**config.mk**
```make
export PLATFORM = sky130hd
export DESIGN_NAME = sdi_trs_inserter
export DESIGN_NICKNAME = d
export VERILOG_FILES = /design/src/rtl/sdi_trs_pkg.sv /design/src/rtl/trs_lookahead.sv /design/src/rtl/trs_phase_track.sv /design/src/rtl/trs_word_mux.sv /design/src/rtl/sdi_trs_inserter.sv
export SDC_FILE = /design/constraint.sdc
export NUM_CORES = 1
export LEC_CHECK = 0
export ABC_CLOCK_PERIOD_IN_PS = 2800
export BUFFER_PORTS_ARGS = -buffer_cell sky130_fd_sc_hd__buf_2
export CORE_UTILIZATION = 55
export DETAILED_ROUTE_END_ITERATION = 8
export GPL_TIMING_DRIVEN = 0
export PLACE_DENSITY = 0.83
export SYNTH_ARGS = -nofsm -noshare
export SYNTH_HDL_FRONTEND = slang
export SYNTH_SLANG_ARGS = --single-unit
```
**constraint.sdc**
```tcl
create_clock -name clk -period 2.8 [get_ports clk]
set_clock_uncertainty 0.15 [all_clocks]
set_input_delay 0.28 -clock clk [delete_from_list [all_inputs] [get_ports clk]]
set_output_delay 0.28 -clock clk [all_outputs]
set_load 0.05 [all_outputs]
```
**src/rtl/sdi_trs_pkg.sv**
```systemverilog
package sdi_trs_pkg;
  localparam int WORD_W  = 10;
  localparam int HDR_LEN = 4;
  localparam int PH_W    = $clog2(HDR_LEN);

  localparam logic [WORD_W-1:0] HDR_ONES = '1;
  localparam logic [WORD_W-1:0] HDR_ZERO = '0;
  localparam logic [WORD_W-1:0] C_BLANK  = WORD_W'(1) << (WORD_W - 1);
  localparam logic [WORD_W-1:0] Y_BLANK  = WORD_W'(1) << (WORD_W - 4);
  localparam logic [WORD_W-1:0] CLIP_LO  = WORD_W'(4);
  localparam logic [WORD_W-1:0] CLIP_HI  = HDR_ONES - WORD_W'(4);

  typedef struct packed {
    logic              fld;
    logic              vb;
    logic              hb;
    logic [WORD_W-1:0] dat;
  } samp_t;

  typedef enum logic [1:0] {
    SEL_ACTIVE = 2'd0,
    SEL_BLANK  = 2'd1,
    SEL_TRS    = 2'd2
  } word_sel_e;

  function automatic logic [WORD_W-1:0] flag_word(input logic f, input logic v, input logic h);
    logic [WORD_W-1:0] w;
    w = '0;
    w[WORD_W-1] = 1'b1;
    w[WORD_W-2] = f;
    w[WORD_W-3] = v;
    w[WORD_W-4] = h;
    w[WORD_W-5] = v ^ h;
    w[WORD_W-6] = f ^ h;
    w[WORD_W-7] = f ^ v;
    w[WORD_W-8] = f ^ v ^ h;
    return w;
  endfunction
endpackage

```
**src/rtl/trs_lookahead.sv**
```systemverilog
module trs_lookahead
  import sdi_trs_pkg::*;
(
  input  logic               clk,
  input  logic               rst_n,
  input  logic               in_valid,
  input  samp_t              in_samp,
  input  logic               out_ready,
  output logic               in_ready,
  output logic               out_valid,
  output logic               advance,
  output logic               full,
  output samp_t              cur,
  output logic [HDR_LEN:1]   ahead_h
);
  localparam int CNT_W = $clog2(HDR_LEN + 1);

  samp_t            st [HDR_LEN];
  logic [CNT_W-1:0] cnt;

  assign full      = (cnt == CNT_W'(HDR_LEN));
  assign in_ready  = !full || out_ready;
  assign out_valid = full && in_valid;
  assign advance   = in_valid && in_ready;
  assign cur       = st[0];

  always_ff @(posedge clk or negedge rst_n) begin
    if (!rst_n) cnt <= '0;
    else if (advance && !full) cnt <= cnt + CNT_W'(1);
  end

  genvar gi;
  generate
    for (gi = 0; gi < HDR_LEN; gi++) begin : g_stage
      always_ff @(posedge clk or negedge rst_n) begin
        if (!rst_n) st[gi] <= '0;
        else if (advance) begin
          if (gi == HDR_LEN - 1) st[gi] <= in_samp;
          else                   st[gi] <= st[(gi + 1) % HDR_LEN];
        end
      end
      if (gi > 0) begin : g_ahead
        assign ahead_h[gi] = st[gi].hb;
      end
    end
  endgenerate
  assign ahead_h[HDR_LEN] = in_samp.hb;

  // the held-word count never exceeds the lookahead depth
  a_r7_no_overflow: assert property (@(posedge clk) disable iff (!rst_n)
    cnt <= CNT_W'(HDR_LEN));
  // after reset nothing is presented until words arrive
  a_r8_empty_no_output: assert property (@(posedge clk) disable iff (!rst_n)
    (cnt == '0) |-> !out_valid);
endmodule

```
**src/rtl/trs_phase_track.sv**
```systemverilog
module trs_phase_track
  import sdi_trs_pkg::*;
(
  input  logic            clk,
  input  logic            rst_n,
  input  logic            advance,
  input  logic            full,
  input  logic            cur_h,
  input  logic            next_h,
  output logic [PH_W-1:0] phase,
  output logic            lead
);
  always_ff @(posedge clk or negedge rst_n) begin
    if (!rst_n) begin
      phase <= '0;
      lead  <= 1'b1;
    end else if (advance) begin
      if (full && (cur_h == next_h)) begin
        phase <= phase + PH_W'(1);
        if (phase == PH_W'(HDR_LEN - 1)) lead <= 1'b0;
      end else begin
        phase <= '0;
        lead  <= 1'b1;
      end
    end
  end

  // a run always starts at phase zero with the lead window open
  a_r1_run_start: assert property (@(posedge clk) disable iff (!rst_n)
    (advance && full && (cur_h != next_h)) |=> (lead && phase == '0));
endmodule

```
**src/rtl/trs_word_mux.sv**
```systemverilog
module trs_word_mux
  import sdi_trs_pkg::*;
(
  input  logic              clk,
  input  logic              rst_n,
  input  logic              out_valid,
  input  samp_t             cur,
  input  logic [HDR_LEN:1]  ahead_h,
  input  logic [PH_W-1:0]   phase,
  input  logic              lead,
  output logic [WORD_W-1:0] data,
  output word_sel_e         sel,
  output logic [PH_W-1:0]   hdr_idx,
  output logic              is_eav
);
  logic found;

  always_comb begin
    sel     = SEL_ACTIVE;
    hdr_idx = '0;
    is_eav  = 1'b0;
    found   = 1'b0;
    if (cur.hb) begin
      if (lead) begin
        sel     = SEL_TRS;
        hdr_idx = phase;
        is_eav  = 1'b1;
      end else begin
        for (int d = 1; d <= HDR_LEN; d++) begin
          if (!found && !ahead_h[d]) begin
            found   = 1'b1;
            hdr_idx = PH_W'(HDR_LEN - d);
          end
        end
        sel = found ? SEL_TRS : SEL_BLANK;
      end
    end else if (cur.vb) begin
      sel = SEL_BLANK;
    end
  end

  always_comb begin
    unique case (sel)
      SEL_TRS: begin
        if (hdr_idx == '0)                     data = HDR_ONES;
        else if (hdr_idx == PH_W'(HDR_LEN-1))  data = flag_word(cur.fld, cur.vb, is_eav);
        else                                   data = HDR_ZERO;
      end
      SEL_BLANK: data = phase[0] ? Y_BLANK : C_BLANK;
      default: begin
        if (cur.dat < CLIP_LO)      data = CLIP_LO;
        else if (cur.dat > CLIP_HI) data = CLIP_HI;
        else                        data = cur.dat;
      end
    endcase
  end

  // active words stay clear of the reserved code values
  a_r6_clip_range: assert property (@(posedge clk) disable iff (!rst_n)
    (out_valid && sel == SEL_ACTIVE) |-> (data >= CLIP_LO && data <= CLIP_HI));
  // a start-of-active flag word is followed directly by an active word
  a_r4_sav_adjacent: assert property (@(posedge clk) disable iff (!rst_n)
    (out_valid && sel == SEL_TRS && !is_eav && hdr_idx == PH_W'(HDR_LEN-1)) |-> !ahead_h[1]);
  // blanking words carry one of the two blanking levels
  a_r5_blank_level: assert property (@(posedge clk) disable iff (!rst_n)
    (out_valid && sel == SEL_BLANK) |-> (data == C_BLANK || data == Y_BLANK));
  // flag words carry the marker bit and clear low bits
  a_r2_flag_marker: assert property (@(posedge clk) disable iff (!rst_n)
    (out_valid && sel == SEL_TRS && hdr_idx == PH_W'(HDR_LEN-1)) |-> (data[WORD_W-1] && data[1:0] == 2'b00));
endmodule

```
**src/rtl/sdi_trs_inserter.sv**
```systemverilog
module sdi_trs_inserter
  import sdi_trs_pkg::*;
(
  input  logic              clk,
  input  logic              rst_n,
  input  logic              in_valid,
  output logic              in_ready,
  input  logic [WORD_W-1:0] in_data,
  input  logic              in_field,
  input  logic              in_vblank,
  input  logic              in_hblank,
  output logic              out_valid,
  input  logic              out_ready,
  output logic [WORD_W-1:0] out_data,
  output logic              out_clk
);
  samp_t            in_samp;
  samp_t            cur;
  logic [HDR_LEN:1] ahead_h;
  logic             advance;
  logic             full;
  logic [PH_W-1:0]  phase;
  logic             lead;
  word_sel_e        sel;
  logic [PH_W-1:0]  hdr_idx;
  logic             is_eav;

  assign in_samp = '{fld: in_field, vb: in_vblank, hb: in_hblank, dat: in_data};
  assign out_clk = clk;

  trs_lookahead u_look (
    .clk(clk), .rst_n(rst_n), .in_valid(in_valid), .in_samp(in_samp),
    .out_ready(out_ready), .in_ready(in_ready), .out_valid(out_valid),
    .advance(advance), .full(full), .cur(cur), .ahead_h(ahead_h)
  );

  trs_phase_track u_phase (
    .clk(clk), .rst_n(rst_n), .advance(advance), .full(full),
    .cur_h(cur.hb), .next_h(ahead_h[1]), .phase(phase), .lead(lead)
  );

  trs_word_mux u_mux (
    .clk(clk), .rst_n(rst_n), .out_valid(out_valid), .cur(cur),
    .ahead_h(ahead_h), .phase(phase), .lead(lead), .data(out_data),
    .sel(sel), .hdr_idx(hdr_idx), .is_eav(is_eav)
  );

  // end-of-active references only occupy the lead window of a blanking run
  a_r3_eav_window: assert property (@(posedge clk) disable iff (!rst_n)
    (out_valid && sel == SEL_TRS && is_eav) |-> (cur.hb && lead));
endmodule

```
==> out/metrics.cfg <==
[status]
status = finished clean

[worst_setup_path]
end_kind = output port
start_kind = flop
required_ns = 2.37
critical_path_class = flop to output port
worst_ep_arrival_time_ns = 2.32
critPathMaxFanout = 6

[placement]
gp_congestion = 0.7790
place_inst = 308
hpwl_um = 3308
io_buffers = 29

[die]
coreArea_um2 = 4848
die_w_um = 73.69
fp.dieH_um = 73.69
rows = 25
ios = 30
floorplan.initialDensity_pct = 58.30
dieArea_um2 = 5429

[timing]
fin_crit_ns = 2.751
finalSetupViolCount = 0
hold_viol = 0
fmax_mhz = 363.6
min_period_over_period_pct = 98.24
maxSlewViolCount = 0
maxSlewHeadroom_pct = 54.25
worstMarginPinSlew_ns = 0.6863
setup-tns-final_ns = 0

[detailed_routing]
drt_first_pass_iters = 5
wl_per_cell_um = 15.09
drc = 0
avgViaCountPerCell = 5.203
vias = 1795
routed_wl_um = 5207
drt_iter0_markers = 80
ant_nets = 0

[final_layout]
fin_cells = 345
antenna_cells = 0
nFillCells = 310
fin_util_pct = 75.15
area_growth_pct = 28.91
drive_gt1_share_pct = 46.40
finalNetCount = 297

[synth]
yosysUniqueCellTypes = 33
avgSynthCellArea_um2 = 13.33
yosysTopAreaCellShare_pct = 50.46
ys_ff_latch = 58
synthesis.nets = 236
synth_top_cell_by_area = dfrtp_1
synthCells = 212
syn-cell-area_um2 = 2826
synth.yosys.seq_area_share_pct = 51.39
synthTopCellsByArea = dfrtp_1 50%, mux2_4 19%, mux2_2 6.8%
ys_warn_count = 0

[global_routing]
grt_pass1_wl_um = 8293
grt_use_total_pct = 22.01
antenna_found_initial = 0
grt_max_degree = 59
grt-ovfl-total = 0
grt_pass1_vias = 1733

[clocking]
clock_latency_ns = 0.44
clk_pin_slew_ns = 0.06
cts_tree = built

[power]
ir_drop_mv = 1.109
p_leak_nw = 1.731
cellPowerDensity_nw_per_um2 = 1387

[flow_run]
drv_cap = 0

[hold_path]
hp-class = input port to flop

-- critical path: stages (launching register included) --
cell and delay, ns:
dfstp_2 0.56, nand3b_1 0.15, o21ai_2 0.08, o21ai_1 0.12
inv_1 0.11, ha_4 0.27, nand2b_2 0.22, o21ai_1 0.20
buf_6 0.18
-- flip-flops by register name, indices dropped and copies added, names as in the netlist --
register        cells
u_look.ahead_h      3
u_look.cur         13
u_look.cnt          3
u_phase.lead        1
u_look.st          36
u_phase.phase       2
-- Yosys cell counts, drive strengths merged --
cell	instances
dfrtp	57
mux2	53
nand2	16
o21ai	16
inv	11
a21oi	7
buf	7
ha	7
nor2	5
nand2b	4
and3	3
clkbuf	3
nand3	3
nand3b	3
xnor2	3
nand4	2
nor4	2
xor2	2
a221oi	1
a22oi	1
a31oi	1
dfstp	1
nor2b	1
nor3	1
o2bb2ai	1
or2	1
-- cell usage in the layout, fill, tap and decap left out, drive strengths merged, types with 4 or more instances in the layout --
cell type and n:
clkbuf 16, o21ai 16, nor2 5, ha 7, mux2 53, buf 40
nand2 16, a21oi 7, dfrtp 57, nand2b 4, inv 11, dlygate4sd3 15
-- worst paths after layout --
kind | to | slack, ns | from | cells after the start
worst max register to register | u_look.ahead_h[3]$_DFFE_PN0P_ | 0.93 | u_look.cnt[0]$_DFFE_PN0P_ | 7
worst min register to register | u_look.cur[9]$_DFFE_PN0P_ | 0.36 | u_look.st[35]$_DFFE_PN0P_ | 1
worst max-delay path | out_data[5] | 0.05 | u_phase.lead$_DFFE_PN1P_ | 8
worst min-delay path | u_phase.phase[0]$_DFFE_PN0P_ | 0.18 | out_ready | 4
min in group asynchronous | u_look.st[24]$_DFFE_PN0P_ | 0.28 | rst_n | 2
max in group asynchronous | u_look.st[16]$_DFFE_PN0P_ | 1.76 | rst_n | 2
-- cell families (layout without fill, tap and decap cells) --
family                     after synthesis  after routing  synth area share, %
DFF                                     58             58                51.39
muxes                                   53             53                25.90
and+or+nand+nor                         41             41                7.260
AOI/OAI and AO/OA                       27             27                5.312
buffers and inverters                   21             87                5.489
adders and majority gates                7              7                3.099
xor gates and xnor gates                 5              5                1.550
-- area by class of cell --
type / count / area [um^2] / share of cell area [%]
inverter: 11 / 41.29 / 1.133
timing repair buffer: 47 / 359.1 / 9.856
multi-input combinational: 133 / 1289 / 35.37
sequential: 58 / 1453 / 39.87
tap: 67 / 83.83 / 2.301
clock inverter: 5 / 100.1 / 2.747
buffer: 9 / 120.1 / 3.297
clock buffer: 15 / 197.7 / 5.426
-- report_power, final --
part / internal [W] / switching (W) / total (W)
combinational: 0.00109 / 0.00135 / 0.00243
sequential: 0.00118 / 0.000290 / 0.00147
clock: 0.000754 / 0.000399 / 0.00115
-- metrics by stage --
step                total power [W]  hold slack, ns  setup slack [ns]  instance area, um^2
finish                     0.005052          0.1790           0.04936                 3643
global route               0.005310          0.1959          -0.04917                 3643
CTS                        0.004886          0.1764         -0.009404                 3553
detailed placement         0.003602          0.3414            0.1092                 3055
global placement           0.003518          0.3341            0.1620                 3055
floorplan                  0.003152         -0.1656           -0.3672                 2826
-- what timing repair did --
action                     4_1_cts  5_1_grt
gates resized for setup         19       15
setup buffers                    2        2
setup endpoints to repair       10       10
hold buffers                    15        0
pin swaps                        0        3
hold endpoints to repair        71        0
gates cloned                     0        0
-- metal layers --
metal | vias up | track usage [%] | share of wire (%)
li1 | 865 | - | -
met1 | 881 | 28.39 | 46
met2 | 43 | 32.42 | 48
met3 | 6 | 8.230 | 3.9
met4 | 0 | 11.32 | 1.4
met5 | - | 0 | 0
Power figures use the tool's default switching activity.
